[src/rtl/cfg_space_pkg.sv]
package cfg_space_pkg;
  localparam logic [7:0] KEY_OPEN  = 8'h87;
  localparam logic [7:0] KEY_CLOSE = 8'hAA;
  localparam logic [7:0] REG_LDN   = 8'h07;
  localparam logic [7:0] GPIO_LDN  = 8'h06;
  localparam logic [7:0] REG_IDHI  = 8'h20;
  localparam logic [7:0] REG_IDLO  = 8'h21;
  localparam logic [7:0] REG_REV   = 8'h22;
  localparam logic [7:0] REG_VNHI  = 8'h23;
  localparam logic [7:0] REG_VNLO  = 8'h24;

  typedef enum logic [1:0] {
    F_DIR  = 2'd0,
    F_OUT  = 2'd1,
    F_PIN  = 2'd2,
    F_MODE = 2'd3
  } bankField_t;

  // strobes and state handed from control to datapath
  typedef struct packed {
    logic       unlocked;
    logic       dataWr;
    logic [7:0] idx;
    logic [7:0] wdata;
  } cfgCmd_t;
endpackage

[src/rtl/cfg_space_ctrl.sv]
module cfg_space_ctrl
  import cfg_space_pkg::*;
(
  input  logic       clk,
  input  logic       rstN,
  input  logic       ioAddr,
  input  logic       ioWr,
  input  logic [7:0] ioWdata,
  output cfgCmd_t    cmd
);
  logic       unlocked;
  logic       keySeen;
  logic [7:0] idx;

  always_ff @(posedge clk or negedge rstN) begin
    if (!rstN) begin
      unlocked <= 1'b0;
      keySeen  <= 1'b0;
      idx      <= 8'h00;
    end else if (ioWr && !ioAddr) begin
      if (!unlocked) begin
        if (ioWdata == KEY_OPEN) begin
          unlocked <= keySeen;
          keySeen  <= !keySeen;
        end else begin
          keySeen <= 1'b0;
        end
      end else if (ioWdata == KEY_CLOSE) begin
        unlocked <= 1'b0;
      end else begin
        idx <= ioWdata;
      end
    end
  end

  assign cmd.unlocked = unlocked;
  assign cmd.dataWr   = ioWr && ioAddr && unlocked;
  assign cmd.idx      = idx;
  assign cmd.wdata    = ioWdata;
endmodule

[src/rtl/cfg_space_dp.sv]
module cfg_space_dp
  import cfg_space_pkg::*;
#(
  parameter int                       NUM_BANKS = 8,
  parameter logic [NUM_BANKS*8-1:0]   PIN_MASK  = '1,
  parameter logic [15:0]              DEV_ID    = 16'h0909,
  parameter logic [15:0]              VENDOR_ID = 16'h1934,
  parameter logic [7:0]               DEV_REV   = 8'h01
) (
  input  logic                   clk,
  input  logic                   rstN,
  input  cfgCmd_t                cmd,
  input  logic                   ioAddr,
  input  logic                   ioRd,
  input  logic [NUM_BANKS*8-1:0] pinIn,
  output logic [7:0]             ioRdata,
  output logic [NUM_BANKS*8-1:0] pinOut,
  output logic [NUM_BANKS*8-1:0] pinOe
);
  localparam int PW = NUM_BANKS * 8;

  logic [7:0]    ldn;
  logic [PW-1:0] dirR, outR, modeR, sync1, sync2;
  logic [3:0]    bankSel;
  logic          gpioHit;
  bankField_t    field;
  logic [7:0]    regData;

  assign bankSel = 4'hF - cmd.idx[7:4];
  assign field   = bankField_t'(cmd.idx[1:0]);
  assign gpioHit = (ldn == GPIO_LDN) && (cmd.idx[3:2] == 2'b00) &&
                   (int'(bankSel) < NUM_BANKS);

  always_ff @(posedge clk or negedge rstN) begin
    if (!rstN) begin
      ldn   <= 8'h00;
      dirR  <= '0;
      outR  <= '0;
      modeR <= '0;
      sync1 <= '0;
      sync2 <= '0;
    end else begin
      sync1 <= pinIn;
      sync2 <= sync1;
      if (cmd.dataWr) begin
        if (cmd.idx == REG_LDN) ldn <= cmd.wdata;
        for (int b = 0; b < NUM_BANKS; b++) begin
          if (gpioHit && bankSel == 4'(b)) begin
            case (field)
              F_DIR:   dirR[b*8 +: 8]  <= cmd.wdata & PIN_MASK[b*8 +: 8];
              F_OUT:   outR[b*8 +: 8]  <= cmd.wdata & PIN_MASK[b*8 +: 8];
              F_MODE:  modeR[b*8 +: 8] <= cmd.wdata & PIN_MASK[b*8 +: 8];
              default: ;
            endcase
          end
        end
      end
    end
  end

  always_comb begin
    regData = 8'h00;
    case (cmd.idx)
      REG_LDN:  regData = ldn;
      REG_IDHI: regData = DEV_ID[15:8];
      REG_IDLO: regData = DEV_ID[7:0];
      REG_REV:  regData = DEV_REV;
      REG_VNHI: regData = VENDOR_ID[15:8];
      REG_VNLO: regData = VENDOR_ID[7:0];
      default: begin
        for (int b = 0; b < NUM_BANKS; b++) begin
          if (gpioHit && bankSel == 4'(b)) begin
            case (field)
              F_DIR:  regData = dirR[b*8 +: 8];
              F_OUT:  regData = outR[b*8 +: 8];
              F_PIN:  regData = ((dirR[b*8 +: 8] & outR[b*8 +: 8]) |
                                 (~dirR[b*8 +: 8] & sync2[b*8 +: 8])) &
                                PIN_MASK[b*8 +: 8];
              F_MODE: regData = modeR[b*8 +: 8];
              default: ;
            endcase
          end
        end
      end
    endcase
  end

  always_comb begin
    if (!ioRd)             ioRdata = 8'h00;
    else if (!cmd.unlocked) ioRdata = 8'hFF;
    else if (ioAddr)       ioRdata = regData;
    else                   ioRdata = cmd.idx;
  end

  for (genvar p = 0; p < PW; p++) begin : g_pad
    assign pinOe[p]  = dirR[p] && (modeR[p] || !outR[p]);
    assign pinOut[p] = outR[p];
  end
endmodule

[src/rtl/cfg_space_gpio.sv]
module cfg_space_gpio
  import cfg_space_pkg::*;
#(
  parameter int                     NUM_BANKS = 8,
  parameter logic [NUM_BANKS*8-1:0] PIN_MASK  = 64'hFF_FF_1F_FF_FF_FF_FF_7F,
  parameter logic [15:0]            DEV_ID    = 16'h0909,
  parameter logic [15:0]            VENDOR_ID = 16'h1934,
  parameter logic [7:0]             DEV_REV   = 8'h01
) (
  input  logic                   clk,
  input  logic                   rstN,
  input  logic                   ioAddr,
  input  logic                   ioWr,
  input  logic                   ioRd,
  input  logic [7:0]             ioWdata,
  output logic [7:0]             ioRdata,
  input  logic [NUM_BANKS*8-1:0] pinIn,
  output logic [NUM_BANKS*8-1:0] pinOut,
  output logic [NUM_BANKS*8-1:0] pinOe
);
  cfgCmd_t cmd;
  logic    unlocked;

  assign unlocked = cmd.unlocked;

  cfg_space_ctrl ctrl_i (
    .clk(clk), .rstN(rstN), .ioAddr(ioAddr), .ioWr(ioWr),
    .ioWdata(ioWdata), .cmd(cmd)
  );

  cfg_space_dp #(
    .NUM_BANKS(NUM_BANKS), .PIN_MASK(PIN_MASK), .DEV_ID(DEV_ID),
    .VENDOR_ID(VENDOR_ID), .DEV_REV(DEV_REV)
  ) dp_i (
    .clk(clk), .rstN(rstN), .cmd(cmd), .ioAddr(ioAddr), .ioRd(ioRd),
    .pinIn(pinIn), .ioRdata(ioRdata), .pinOut(pinOut), .pinOe(pinOe)
  );
endmodule

[config.mk]
export PLATFORM = sky130hd
export DESIGN_NAME = cfg_space_gpio
export DESIGN_NICKNAME = d
export VERILOG_FILES = /design/src/rtl/cfg_space_pkg.sv /design/src/rtl/cfg_space_ctrl.sv /design/src/rtl/cfg_space_dp.sv /design/src/rtl/cfg_space_gpio.sv
export SDC_FILE = /design/constraint.sdc
export NUM_CORES = 1
export LEC_CHECK = 0
export BUFFER_PORTS_ARGS = -buffer_cell sky130_fd_sc_hd__clkbuf_2
export CORE_MARGIN = 5
export CORE_UTILIZATION = 40
export CTS_BUF_LIST = sky130_fd_sc_hd__clkbuf_4 sky130_fd_sc_hd__clkbuf_8
export DETAILED_ROUTE_END_ITERATION = 7
export PLACE_DENSITY_LB_ADDON = 0.12
export SLEW_MARGIN = 20
export SYNTH_ARGS = -nofsm -noshare
export SYNTH_HDL_FRONTEND = slang
export SYNTH_HIERARCHICAL = 1
export SYNTH_SLANG_ARGS = --single-unit
[constraint.sdc]
create_clock -name clk -period 6.35 [get_ports clk]
set_clock_uncertainty 0.05 [all_clocks]
set_input_delay 1.27 -clock clk [delete_from_list [all_inputs] [get_ports clk]]
set_output_delay 1.27 -clock clk [all_outputs]
set_load 0.03 [all_outputs]
==> summary.md <==
| Metric | Value |
|---|---|
| Status | `finished clean` |
| Final Setup Violations | `0` |
| Number of diodes | `0` |
| Average size of a mapped cell | `around 12 um2` |
| Class of the worst hold path | `reg -> reg` |
| Hold_buf cts | `0` |
| Synthesized cell area | `14320 um2` |
| Switching Fraction | `0.2328` |
| Detailed Routing Iterations Pass 1 | `5` |
| Total vias in the final route | `~10k` |
| Via density | `roughly 5.4` |
| Slew HR | `0.2600` |
| Primary FF master, synth | `dfrtp_1` |
| Worst EP required | `~5 ns` |
| Tmin final | `just over 5 ns` |
| RSZ-0062 raised after global routing | `false` |
| Element type at the critical path start | `flop` |
| # clock sinks | `between 300 and 400` |
| Worst-margin pin slew | `~1.1 ns` |
| Largest net degree at the start of global routing | `~130` |
| Clock share of power | `0.487` |
| Critical-path cell list | `or4b_4 -> nor4_4 -> buf_4 -> nand2_2 -> nor3_1 -> o221ai_1 -> a21oi_1 -> clkbuf_2` |
| Global-route wire length before repair | `approximately 64 mm` |
| Clock Latency Late Sink | `0.64 ns` |
| Initial Util | `0.4036` |
| Hold Fails Final Rpt | `0` |
| CTS max path bufs | `3` |
| Layout Utilization | `0.4790` |
| DR WL/cell | `around 23 um` |
| Final nets | `between 1k and 1.5k` |
| Combinational power share | `0.039` |
| Post-CTS Setup Repair Bufs | `0` |
| Delay of the slowest critical-path stage | `0.75 ns` |
| H-tree levels | `2` |
| Routed wire length | `around 43 mm` |
| Filler-free cell count of the finished design | `approximately 1.9k` |
| Synth cell types | `69` |
| TNS Setup | `0 ns` |
| Area fraction of the dominant cell type after synthesis | `0.5556` |
| Number of buffers created by CTS | `57` |
| CP max FO | `9` |
| Placed cell areas | `15680 um2` |
| P_leak | `between 8 and 9 nW` |
| Sequential area share after synthesis | `0.5556` |
| IO Port Bufs | `200` |
| Vias in the first global route | `approximately 10k` |
| Layout cells sized above 1 | `0.3852` |
| Leading area contributor after synthesis | `dfrtp_1` |
| Detailed Place HPWL | `~29 mm` |
| Routed Antenna Nets | `0` |
| # IOs | `213` |
| Initial drt markers | `665` |
| Int Pwr | `3.381 mW` |
| Die height | `199.2 um` |
| Placed cells | `1775` |
| Top cells by area, synth | `dfrtp_1 (56%), mux2_2 (14%), a21oi_1 (2.8%)` |
| Max-cap viol count | `0` |
| Gpl congestion | `0.9394` |
| Fmax | `196.4 MHz` |
| Number of synthesized flops with an enable pin | `0` |
| Worst Path Buf+Inv | `2` |
| Asr flop ratio synth | `1.000` |
| Period utilization | `0.8020` |
| Post-synthesis cell count | `between 1k and 1.5k` |
| Ys Warns | `6` |
| Sw Pwr | `1.026 mW` |
| Reg clk slew, reported paths | `0.06 ns` |
| DRC | `0` |
| CP delay by family, top | `simple AND/OR/NAND/NOR gates` |
| Pwr Total | `roughly 4.4 mW` |
| Final worst setup slack | `1.257 ns` |
| Post-synthesis register bit count | `around 320` |
| Grt ovf | `0` |
| Design Area, Final | `roughly 17000 um2` |
| Die area | `roughly 40000 um2` |
| VDD IR max | `approximately 0.15 mV` |
| Critical path class | `reg -> out` |
| Die width | `about 200 um` |
| Global-route usage over all layers | `0.2153` |
| Cts repair resizes | `0` |
| Initial antenna violation count | `0` |
| CTS tree | `done` |
| Max Transition Viols Final | `0` |
| Pre-CTS WS | `~1.9 ns` |
| Layout area overhead | `18.66%` |
| Cell Pwr Density | `roughly 260 nW/um2` |
| Crit path DAT | `approximately 3.8 ns` |
| Row cnt | `just under 70` |
| Crit. End Element | `primary output` |
| Worst path slowest cell | `nor3_1` |
| Clock root buffer | `clkbuf_8` |
| Seq pwr share | `0.474` |
| CORE AREA | `~35000 um2` |
| Fin Hold WS | `between 0.2 and 0.3 ns` |
==> power groups by stage <==
| stage | logic, mW | clock network, mW | registers [mW] |
|---|---|---|---|
| 2_1_floorplan | 0.0830 | 0 | 2.11 |
| 3_3_place_gp | 0.173 | 0 | 2.13 |
| 3_5_place_dp | 0.174 | 0 | 2.13 |
| 4_1_cts | 0.175 | 2.22 | 2.09 |
| 5_1_grt | 0.190 | 2.32 | 2.09 |
| 6_report | 0.171 | 2.14 | 2.09 |
==> worst register-to-register path, cell delays in order (launching register included) <==
cell and delay (ns):
dfrtp_2 0.68, clkinv_1 0.80, nor3b_1 0.75, nand2_1 0.53, mux2_2 0.42
==> cells in the mapped netlist, types with 3 or more instances <==
master      n
a211oi_1   23
a21boi_0   12
a21o_1      4
a21oi_1    81
a221oi_1    9
a22oi_1     4
a311oi_1   24
a31oi_1    32
buf_1       9
buf_2      20
buf_4      17
clkbuf_1   32
dfrtp_1   318
inv_1      67
mux2_2    178
mux2i_1    26
mux4_2     12
nand2_1    55
nand2_2     3
nand2b_1    4
nand3_1     5
nand3b_1    3
nand4_1     4
nor2_1     25
nor2_4      5
nor2_8      8
nor2b_1    13
nor3_1      9
o211ai_1    3
o21a_1     50
o21ai_0    64
o32ai_1     4
==> state kept, by name, summed over array words and instances, names as in the netlist <==
signal           count
dp_i/ldn             8
ctrl_i/keySeen       1
dp_i/sync1          60
ctrl_i/unlocked      1
dp_i/modeR          60
dp_i/sync2          60
dp_i/pinOut         60
ctrl_i/idx           8
dp_i/dirR           60
==> layer usage <==
| metal | part of all wire | track usage | vias to the layer above |
|---|---|---|---|
| met5 | 0 | 0 | - |
| met4 | 0.022 | 0.06434 | 0 |
| met3 | 0.077 | 0.06306 | 67 |
| met2 | 0.45 | 0.3176 | 329 |
| met1 | 0.45 | 0.3095 | 5144 |
| li1 | - | - | 4661 |
==> final cells by class <==
type / count / area, um2
Multi-Input combinational cell: 714 / 5757
Fill cell: 3294 / 18490
Tap cell: 461 / 576.8
Timing Repair Buffer: 214 / 1129
Inverter: 68 / 255.2
Sequential cell: 318 / 7963
Clock inverter: 16 / 170.2
Clock buffer: 90 / 1145
==> worst paths after layout <==
path                                            from                     endpoint  slack [ns]  depth (start not counted)
setup reg to reg           ctrl_i/idx[0]$_DFFE_PN0P_  dp_i/pinOut[51]$_DFFE_PN0P_        2.99                          4
hold reg to reg             dp_i/sync1[10]$_DFF_PN0_     dp_i/sync2[10]$_DFF_PN0_        0.29                          0
hold / removal              dp_i/sync1[10]$_DFF_PN0_     dp_i/sync2[10]$_DFF_PN0_        0.29                          0
setup / recovery             dp_i/ldn[5]$_DFFE_PN0P_                   ioRdata[0]        1.26                          8
max in group asynchronous                       rstN     dp_i/sync1[49]$_DFF_PN0_        4.44                          2
min in group asynchronous                       rstN     dp_i/sync1[17]$_DFF_PN0_        0.61                          1
==> cells in the final DEF (no fill, tap or decap), types with 3 or more instances in the layout <==
| cell type | count |
|---|---|
| a211oi_1 | 23 |
| a21boi_0 | 12 |
| a21o_1 | 4 |
| a21oi_1 | 81 |
| a221oi_1 | 9 |
| a22oi_1 | 4 |
| a311oi_1 | 24 |
| a31oi_1 | 32 |
| buf_4 | 13 |
| bufinv_16 | 3 |
| clkbuf_2 | 199 |
| clkbuf_4 | 15 |
| clkbuf_8 | 75 |
| clkinv_2 | 8 |
| clkinvlp_4 | 3 |
| conb_1 | 8 |
| dfrtp_1 | 316 |
| inv_1 | 67 |
| mux2_2 | 178 |
| mux2i_1 | 26 |
| mux4_2 | 12 |
| nand2_1 | 55 |
| nand2_2 | 3 |
| nand2b_1 | 4 |
| nand3_1 | 5 |
| nand3b_1 | 3 |
| nand4_1 | 4 |
| nor2_1 | 25 |
| nor2_4 | 5 |
| nor2_8 | 8 |
| nor2b_1 | 12 |
| nor3_1 | 9 |
| o211ai_1 | 3 |
| o21a_1 | 50 |
| o21ai_0 | 64 |
| o32ai_1 | 4 |
==> cells by family (layout without fill, tap and decap cells) <==
| logic type | Yosys count | count (layout) | synth area share |
|---|---|---|---|
| compound gates | 328 | 328 | 0.1502 |
| simple gates | 162 | 162 | 0.07251 |
| flops | 318 | 318 | 0.5556 |
| buf+inv | 146 | 388 | 0.04447 |
| mux | 216 | 216 | 0.1770 |
| other cells | 1 | 8 | 0.0002618 |
No activity file was read; power rests on OpenSTA's default activity.
